===== src/rtl/lsu_pkg.sv =====
package lsu_pkg;

  typedef enum logic [5:0] {
    OP_LD_WORD = 6'b000010,
    OP_LD_BYTE = 6'b000011,
    OP_ST_WORD = 6'b000100,
    OP_ST_BYTE = 6'b000101
  } mem_op_e;

  typedef enum logic [1:0] {
    S_IDLE,
    S_FIRST,
    S_SECOND,
    S_FINISH
  } seq_state_e;

  typedef struct packed {
    logic is_word;
    logic is_store;
  } op_kind_t;

  function automatic logic op_known(input logic [5:0] op);
    return (op == OP_LD_WORD) || (op == OP_LD_BYTE) ||
           (op == OP_ST_WORD) || (op == OP_ST_BYTE);
  endfunction

  function automatic op_kind_t op_decode(input logic [5:0] op);
    op_kind_t k;
    k.is_word  = (op == OP_LD_WORD) || (op == OP_ST_WORD);
    k.is_store = (op == OP_ST_WORD) || (op == OP_ST_BYTE);
    return k;
  endfunction

endpackage


===== src/rtl/lsu_agen.sv =====
module lsu_agen #(
  parameter int ADDR_W = 16,
  parameter int OFF_W  = 12
) (
  input  logic              clk,
  input  logic              rst_n,
  input  logic              load,
  input  logic              step,
  input  logic [ADDR_W-1:0] base,
  input  logic [OFF_W-1:0]  off,
  output logic [ADDR_W-1:0] addr
);

  logic [ADDR_W-1:0] off_ext;
  logic [ADDR_W-1:0] addr_q;

  generate
    if (OFF_W < ADDR_W) begin : g_extend
      assign off_ext = {{(ADDR_W-OFF_W){off[OFF_W-1]}}, off};
    end else begin : g_trunc
      assign off_ext = off[ADDR_W-1:0];
    end
  endgenerate

  always_ff @(posedge clk or negedge rst_n) begin
    if (!rst_n) begin
      addr_q <= '0;
    end else if (load) begin
      addr_q <= base + off_ext;
    end else if (step) begin
      addr_q <= addr_q + {{(ADDR_W-1){1'b0}}, 1'b1};
    end
  end

  assign addr = addr_q;

endmodule


===== src/rtl/lsu_seq.sv =====
module lsu_seq
  import lsu_pkg::*;
(
  input  logic     clk,
  input  logic     rst_n,
  input  logic     accept,
  input  op_kind_t kind_in,
  output op_kind_t kind,
  output logic     step_addr,
  output logic     cap_hi,
  output logic     in_second,
  output logic     mem_en,
  output logic     mem_we,
  output logic     busy,
  output logic     done
);

  seq_state_e state, state_nx;
  op_kind_t   kind_q;

  always_comb begin
    state_nx = state;
    case (state)
      S_IDLE:   if (accept) state_nx = S_FIRST;
      S_FIRST:  state_nx = kind_q.is_word ? S_SECOND : S_FINISH;
      S_SECOND: state_nx = S_FINISH;
      S_FINISH: state_nx = S_IDLE;
      default:  state_nx = S_IDLE;
    endcase
  end

  always_ff @(posedge clk or negedge rst_n) begin
    if (!rst_n) begin
      state  <= S_IDLE;
      kind_q <= '0;
    end else begin
      state <= state_nx;
      if (accept && state == S_IDLE) kind_q <= kind_in;
    end
  end

  assign kind      = kind_q;
  assign mem_en    = (state == S_FIRST) || (state == S_SECOND);
  assign mem_we    = mem_en && kind_q.is_store;
  assign step_addr = (state == S_FIRST) && kind_q.is_word;
  assign cap_hi    = (state == S_SECOND) && !kind_q.is_store;
  assign in_second = (state == S_SECOND);
  assign busy      = (state != S_IDLE);
  assign done      = (state == S_FINISH);

endmodule


===== src/rtl/lsu_lane.sv =====
module lsu_lane #(
  parameter int BYTE_W = 8,
  localparam int WORD_W = 2 * BYTE_W
) (
  input  logic              clk,
  input  logic              rst_n,
  input  logic              load,
  input  logic [WORD_W-1:0] wdata_in,
  input  logic              is_word,
  input  logic              in_second,
  input  logic              cap_hi,
  input  logic [BYTE_W-1:0] mem_rdata,
  output logic [BYTE_W-1:0] mem_wdata,
  output logic [WORD_W-1:0] ld_word
);

  logic [WORD_W-1:0] wdata_q;
  logic [BYTE_W-1:0] hi_q;

  always_ff @(posedge clk or negedge rst_n) begin
    if (!rst_n) begin
      wdata_q <= '0;
      hi_q    <= '0;
    end else begin
      if (load)   wdata_q <= wdata_in;
      if (cap_hi) hi_q    <= mem_rdata;
    end
  end

  // Word stores send the upper byte first; byte stores use the lower byte.
  assign mem_wdata = (is_word && !in_second) ? wdata_q[WORD_W-1:BYTE_W]
                                             : wdata_q[BYTE_W-1:0];

  assign ld_word = is_word ? {hi_q, mem_rdata} : {{BYTE_W{1'b0}}, mem_rdata};

endmodule


===== src/rtl/be_byte_lsu.sv =====
module be_byte_lsu
  import lsu_pkg::*;
#(
  parameter int ADDR_W = 16,
  parameter int OFF_W  = 12,
  parameter int BYTE_W = 8,
  localparam int WORD_W = 2 * BYTE_W
) (
  input  logic              clk,
  input  logic              rst_n,
  input  logic              req_valid,
  output logic              req_ready,
  input  logic [5:0]        req_op,
  input  logic [ADDR_W-1:0] req_base,
  input  logic [OFF_W-1:0]  req_off,
  input  logic [WORD_W-1:0] req_wdata,
  output logic              busy,
  output logic              done,
  output logic [WORD_W-1:0] ld_data,
  output logic              mem_en,
  output logic              mem_we,
  output logic [ADDR_W-1:0] mem_addr,
  output logic [BYTE_W-1:0] mem_wdata,
  input  logic [BYTE_W-1:0] mem_rdata
);

  logic        accept;
  logic        step_addr;
  logic        cap_hi;
  logic        in_second;
  op_kind_t    kind;
  logic [WORD_W-1:0] ld_word;

  assign req_ready = !busy;
  assign accept    = req_valid && req_ready && op_known(req_op);

  lsu_seq u_seq (
    .clk       (clk),
    .rst_n     (rst_n),
    .accept    (accept),
    .kind_in   (op_decode(req_op)),
    .kind      (kind),
    .step_addr (step_addr),
    .cap_hi    (cap_hi),
    .in_second (in_second),
    .mem_en    (mem_en),
    .mem_we    (mem_we),
    .busy      (busy),
    .done      (done)
  );

  lsu_agen #(.ADDR_W(ADDR_W), .OFF_W(OFF_W)) u_agen (
    .clk   (clk),
    .rst_n (rst_n),
    .load  (accept),
    .step  (step_addr),
    .base  (req_base),
    .off   (req_off),
    .addr  (mem_addr)
  );

  lsu_lane #(.BYTE_W(BYTE_W)) u_lane (
    .clk       (clk),
    .rst_n     (rst_n),
    .load      (accept),
    .wdata_in  (req_wdata),
    .is_word   (kind.is_word),
    .in_second (in_second),
    .cap_hi    (cap_hi),
    .mem_rdata (mem_rdata),
    .mem_wdata (mem_wdata),
    .ld_word   (ld_word)
  );

  assign ld_data = (done && !kind.is_store) ? ld_word : '0;

endmodule


===== config.mk =====
export PLATFORM = sky130hd
export DESIGN_NAME = be_byte_lsu
export DESIGN_NICKNAME = d
export VERILOG_FILES = /design/src/rtl/lsu_pkg.sv /design/src/rtl/lsu_agen.sv /design/src/rtl/lsu_seq.sv /design/src/rtl/lsu_lane.sv /design/src/rtl/be_byte_lsu.sv
export SDC_FILE = /design/constraint.sdc
export NUM_CORES = 1
export LEC_CHECK = 0
export BUFFER_PORTS_ARGS = -buffer_cell sky130_fd_sc_hd__buf_2
export CAP_MARGIN = 20
export CORE_AREA = 2 2 83 85
export CTS_CLUSTER_DIAMETER = 80
export CTS_CLUSTER_SIZE = 40
export DETAILED_ROUTE_END_ITERATION = 10
export DIE_AREA = 0 0 85 87
export PLACE_DENSITY = 0.79
export SYNTH_ARGS = -nofsm -noshare
export SYNTH_HDL_FRONTEND = slang
export SYNTH_HIERARCHICAL = 1
export SYNTH_SLANG_ARGS = --single-unit

===== constraint.sdc =====
create_clock -name clk -period 2.7 [get_ports clk]
set_clock_uncertainty 0.1 [all_clocks]
set_input_delay 0.405 -clock clk [delete_from_list [all_inputs] [get_ports clk]]
set_output_delay 0.405 -clock clk [all_outputs]
set_load 0.05 [all_outputs]

==> run_summary.xml <==
<?xml version="1.0" encoding="UTF-8"?>
<metrics>
  <group name="clock_tree">
    <metric name="numCtsBuffers" unit="">5</metric>
    <metric name="clock_latency" unit="ns">0.28</metric>
    <metric name="clock_sink_count" unit="">44</metric>
    <metric name="clock_root_buffer_master" unit="">sky130_fd_sc_hd__clkbuf_8</metric>
    <metric name="worst_setup_hold_path_clk_slew" unit="ns">0.08</metric>
    <metric name="cts_max_level" unit="">2</metric>
    <metric name="ctsHoldBuffers" unit="">0</metric>
    <metric name="clock_tree_from_tritoncts" unit="">yes</metric>
    <metric name="cts.repair_timing.setup_buffer_count" unit="">0</metric>
    <metric name="ctsLongestPathBuffers" unit="">2</metric>
    <metric name="postCtsResizedCells" unit="">0</metric>
  </group>
  <group name="synthesis">
    <metric name="share_of_synthesized_area_spent_on_multiplexers" unit="%">13.5</metric>
    <metric name="seq_area_frac_synth" unit="%">34.2</metric>
    <metric name="synth_compound_gate_area_share" unit="%">12.3</metric>
    <metric name="fraction_of_the_mapped_netlist_area_in_adder_cells" unit="%">8.79</metric>
    <metric name="synth_seq_cells" unit="">44</metric>
    <metric name="yosys.cell_types.count" unit="">54</metric>
    <metric name="average_size_of_a_mapped_cell" unit="sq um">9.78</metric>
    <metric name="async_reset_ff_share" unit="%">100</metric>
    <metric name="ys.warnings.count" unit="">6</metric>
    <metric name="synth-edff-count" unit="">0</metric>
    <metric name="synthesized_area_fraction_occupied_by_xor_and_xnor_cells" unit="%">6.53</metric>
    <metric name="synth_top_flop_cell" unit="">sky130_fd_sc_hd__dfrtp_1</metric>
    <metric name="mappedNetlistNets" unit="">412</metric>
    <metric name="post_synth_simple_gate_area" unit="%">19.1</metric>
    <metric name="syn-cell-area" unit="sq um">3220</metric>
    <metric name="netlist_instances" unit="">329</metric>
    <metric name="combinational_family_with_the_most_area_after_synthesis" unit="">simple AND/OR/NAND/NOR gates</metric>
  </group>
  <group name="routing">
    <metric name="detail-route-antenna-nets" unit="">0</metric>
    <metric name="iteration_0_drc_markers" unit="">59</metric>
    <metric name="route.detailed.vias_per_inst" unit="">5.29</metric>
    <metric name="firstDrtPassIters" unit="">4</metric>
    <metric name="wl" unit="um">6970</metric>
    <metric name="drcViolationCount" unit="">0</metric>
    <metric name="wire_per_inst" unit="um">13.7</metric>
    <metric name="vias" unit="">2691</metric>
  </group>
  <group name="place">
    <metric name="dpl.cell_count" unit="">501</metric>
    <metric name="numPortBuffers" unit="">105</metric>
    <metric name="gp_routability_congestion" unit="">0.856</metric>
    <metric name="post-dp-hpwl" unit="um">5620</metric>
    <metric name="preCtsSetupSlack" unit="ns">0.169</metric>
  </group>
  <group name="power_and_ir_drop">
    <metric name="power_per_cell_area" unit="nW/um^2">968</metric>
    <metric name="power_switching_share" unit="%">49.2</metric>
    <metric name="p_clk_share" unit="%">12.9</metric>
    <metric name="totalPowerFinal" unit="W">0.00376</metric>
    <metric name="pwr-share-seq" unit="%">31.6</metric>
    <metric name="intPower" unit="W">0.00191</metric>
    <metric name="ir_drop" unit="mV">0.719</metric>
    <metric name="power.share.combinational" unit="%">55.5</metric>
    <metric name="cellLeakagePower" unit="nW">1.96</metric>
    <metric name="power_switching" unit="W">0.00185</metric>
  </group>
  <group name="global_routing">
    <metric name="antenna_found_initial" unit="">0</metric>
    <metric name="grt_max_degree" unit="">49</metric>
    <metric name="gr-usage-all-layers" unit="%">18.8</metric>
    <metric name="number_of_global_route_vias_before_repair" unit="">2527</metric>
    <metric name="grt_first_pass_wirelength" unit="um">11400</metric>
    <metric name="grt.overflow.total" unit="">0</metric>
  </group>
  <group name="sta">
    <metric name="timing.max_slew.rel_slack" unit="%">37.0</metric>
    <metric name="timing.final.setup_violations" unit="">0</metric>
    <metric name="hold_viol" unit="">0</metric>
    <metric name="final.setup.tns" unit="ns">0</metric>
    <metric name="drv_slew" unit="">0</metric>
    <metric name="setup_slack" unit="ns">0.225</metric>
    <metric name="fmax" unit="MHz">404</metric>
    <metric name="grt_setup_unrepaired" unit="">false</metric>
    <metric name="finalHoldWorstSlack" unit="ns">0.160</metric>
    <metric name="min_period" unit="ns">2.47</metric>
    <metric name="period_share" unit="%">91.7</metric>
    <metric name="worstMarginPinSlew" unit="ns">0.946</metric>
  </group>
  <group name="worst_setup_path">
    <metric name="worst-path-buf-inv" unit="">3</metric>
    <metric name="worstSetupPathType" unit="">reg2reg</metric>
    <metric name="critical_path.max_fanout" unit="">4</metric>
    <metric name="critical_path_at" unit="ns">2.56</metric>
    <metric name="worstPathCellList" unit="">inv_1, ha_1, inv_1, nor4b_4, inv_1, nor4_1, a41oi_1, o32ai_1</metric>
    <metric name="worst_setup_ep_type" unit="">register</metric>
    <metric name="timing.critical_path.max_delay_family" unit="">simple AND/OR/NAND/NOR gates</metric>
    <metric name="critical_path.most_common_cell" unit="">sky130_fd_sc_hd__inv_1</metric>
    <metric name="worstReg2RegStart" unit="">u_seq/state[0]</metric>
    <metric name="slowest_stage" unit="">sky130_fd_sc_hd__nor4_1</metric>
    <metric name="slowest_cell_delay_on_critical_path" unit="ns">0.43</metric>
    <metric name="regToRegEndpoint" unit="">u_agen/addr[15]</metric>
    <metric name="reg2regPathDepth" unit="">8</metric>
    <metric name="worst_ep_required_time" unit="ns">2.78</metric>
    <metric name="startpoint_type" unit="">register</metric>
    <metric name="ff2ff_setup_slack" unit="ns">0.23</metric>
  </group>
  <group name="die">
    <metric name="rows" unit="">30</metric>
    <metric name="design.die.area" unit="sq um">7400</metric>
    <metric name="boundaryPins" unit="">106</metric>
    <metric name="die_width" unit="um">85</metric>
    <metric name="initial_utilization" unit="%">49.0</metric>
    <metric name="core_area" unit="sq um">6570</metric>
    <metric name="die_height" unit="um">87</metric>
  </group>
  <group name="cells_and_area">
    <metric name="fillers" unit="">563</metric>
    <metric name="mostFrequentLayoutCell" unit="">sky130_fd_sc_hd__buf_2</metric>
    <metric name="final_layout_size_suffix_gt1_share" unit="%">38.0</metric>
    <metric name="final_net_count" unit="">511</metric>
    <metric name="final_cell_mix" unit="">105 x sky130_fd_sc_hd__buf_2, 44 x sky130_fd_sc_hd__dfrtp_1, 27 x sky130_fd_sc_hd__and2_1, 27 x sky130_fd_sc_hd__nand2_1, 26 x sky130_fd_sc_hd__mux2_2</metric>
    <metric name="synthToLayoutAreaGrowth" unit="%">20.6</metric>
    <metric name="antenna_cells" unit="">0</metric>
    <metric name="final_cells" unit="">509</metric>
  </group>
  <group name="run">
    <metric name="max_cap_viols" unit="">0</metric>
  </group>
  <group name="worst_hold_path">
    <metric name="min_path_type" unit="">in2async</metric>
  </group>
  <group name="outcome">
    <metric name="status" unit="">finished, final reports clean</metric>
  </group>
</metrics>
==> registers in the layout, indices dropped and copies added (netlist names) <==
signal          flops
u_seq/state         2
u_seq/kind          2
u_lane/hi_q         8
u_agen/addr        16
u_lane/wdata_q     16
==> final cells by class <==
type                       count  area (sq um)  share of cell area, %
sequential                    44          1100                   28.4
clock buffer                   6          72.6                   1.87
timing repair buffer         111           583                   15.0
tap                           80           100                   2.58
clock inverter                 2          35.0                  0.903
multi-input combinational    255          1950                   50.2
inverter                      11          41.3                   1.06
==> metal layers <==
layer / track usage (%) / vias to the layer above / wire length, um / share of wire [%]
met5: 0 / - / 0 / 0
met4: 4.04 / 0 / 21 / 0.30
met3: 3.13 / 2 / 465 / 6.7
met2: 35.7 / 95 / 3500 / 50
met1: 22.1 / 1240 / 2980 / 43
li1: - / 1354 / - / -
==> cells in the mapped netlist, types with 2 or more instances <==
cell type | number | area, sq um
sky130_fd_sc_hd__buf_6 | 4 | 45.0
sky130_fd_sc_hd__o21a_1 | 2 | 15.0
sky130_fd_sc_hd__a41oi_1 | 2 | 17.5
sky130_fd_sc_hd__mux2_2 | 26 | 293
sky130_fd_sc_hd__xor2_1 | 13 | 114
sky130_fd_sc_hd__nand2_1 | 27 | 101
sky130_fd_sc_hd__mux2_4 | 8 | 120
sky130_fd_sc_hd__o211a_1 | 2 | 20.0
sky130_fd_sc_hd__nor2_1 | 18 | 67.6
sky130_fd_sc_hd__a31oi_1 | 2 | 12.5
sky130_fd_sc_hd__nor4_1 | 2 | 12.5
sky130_fd_sc_hd__o21ai_0 | 18 | 90.1
sky130_fd_sc_hd__a211oi_1 | 2 | 15.0
sky130_fd_sc_hd__nand3_1 | 6 | 30.0
sky130_fd_sc_hd__a21oi_1 | 16 | 80.1
sky130_fd_sc_hd__nand2b_1 | 3 | 18.8
sky130_fd_sc_hd__buf_2 | 3 | 15.0
sky130_fd_sc_hd__nor3_1 | 3 | 15.0
sky130_fd_sc_hd__ha_1 | 21 | 263
sky130_fd_sc_hd__or3_1 | 5 | 31.3
sky130_fd_sc_hd__mux2i_1 | 2 | 20.0
sky130_fd_sc_hd__buf_4 | 8 | 60.1
sky130_fd_sc_hd__dfrtp_1 | 44 | 1100
sky130_fd_sc_hd__and3_1 | 3 | 18.8
sky130_fd_sc_hd__clkbuf_1 | 3 | 11.3
sky130_fd_sc_hd__inv_1 | 11 | 41.3
sky130_fd_sc_hd__nand4_1 | 5 | 31.3
sky130_fd_sc_hd__nor2b_1 | 3 | 18.8
sky130_fd_sc_hd__a21o_1 | 4 | 30.0
sky130_fd_sc_hd__and2_1 | 28 | 175
sky130_fd_sc_hd__xnor2_1 | 11 | 96.3
sky130_fd_sc_hd__a31o_2 | 2 | 17.5
==> per-stage QoR <==
step,util (%),instance area (sq um)
3_3_place_gp,57.4,3770
4_1_cts,59.0,3880
6_report,59.0,3880
5_1_grt,59.0,3880
3_5_place_dp,57.4,3770
2_1_floorplan,-,3220
==> worst register-to-register path, stage by stage (launching register included) <==
cell	delay (ns)
sky130_fd_sc_hd__dfrtp_1	0.42
sky130_fd_sc_hd__inv_1	0.16
sky130_fd_sc_hd__ha_1	0.22
sky130_fd_sc_hd__inv_1	0.11
sky130_fd_sc_hd__nor4b_4	0.42
sky130_fd_sc_hd__inv_1	0.13
sky130_fd_sc_hd__nor4_1	0.43
sky130_fd_sc_hd__a41oi_1	0.09
sky130_fd_sc_hd__o32ai_1	0.30
==> power by group through the flow <==
stage / sequential [W] / combinational (W) / clock, W
6_report: 0.00119 / 0.00208 / 0.000484
5_1_grt: 0.00123 / 0.00221 / 0.000530
4_1_cts: 0.00119 / 0.00210 / 0.000502
3_5_place_dp: 0.00120 / 0.00209 / 0
3_3_place_gp: 0.00117 / 0.00204 / 0
2_1_floorplan: 0.00156 / 0.00124 / 0
==> cells by family (layout without fill, tap and decap cells) <==
| logic type | after synthesis | count (layout) |
|---|---|---|
| compound gates | 61 | 61 |
| simple gates | 112 | 112 |
| buf+inv | 30 | 130 |
| xor+xnor | 24 | 24 |
| mux | 36 | 36 |
| flops | 44 | 44 |
| fa+ha+maj | 22 | 22 |
==> worst max path at each step <==
| stage | startpoint | end | cells past startpoint |
|---|---|---|---|
| after floorplan | u_seq/state[0] | u_agen/addr[15] | 8 |
| after global placement | req_base[0] | u_agen/addr[14] | 9 |
| after detailed placement | req_base[0] | u_agen/addr[14] | 9 |
| after CTS | u_seq/state[1] | u_agen/addr[13] | 9 |
| after global routing | u_seq/state[0] | u_agen/addr[15] | 8 |
| final | u_seq/state[0] | u_agen/addr[15] | 8 |
(Power assumes the default switching activity.)
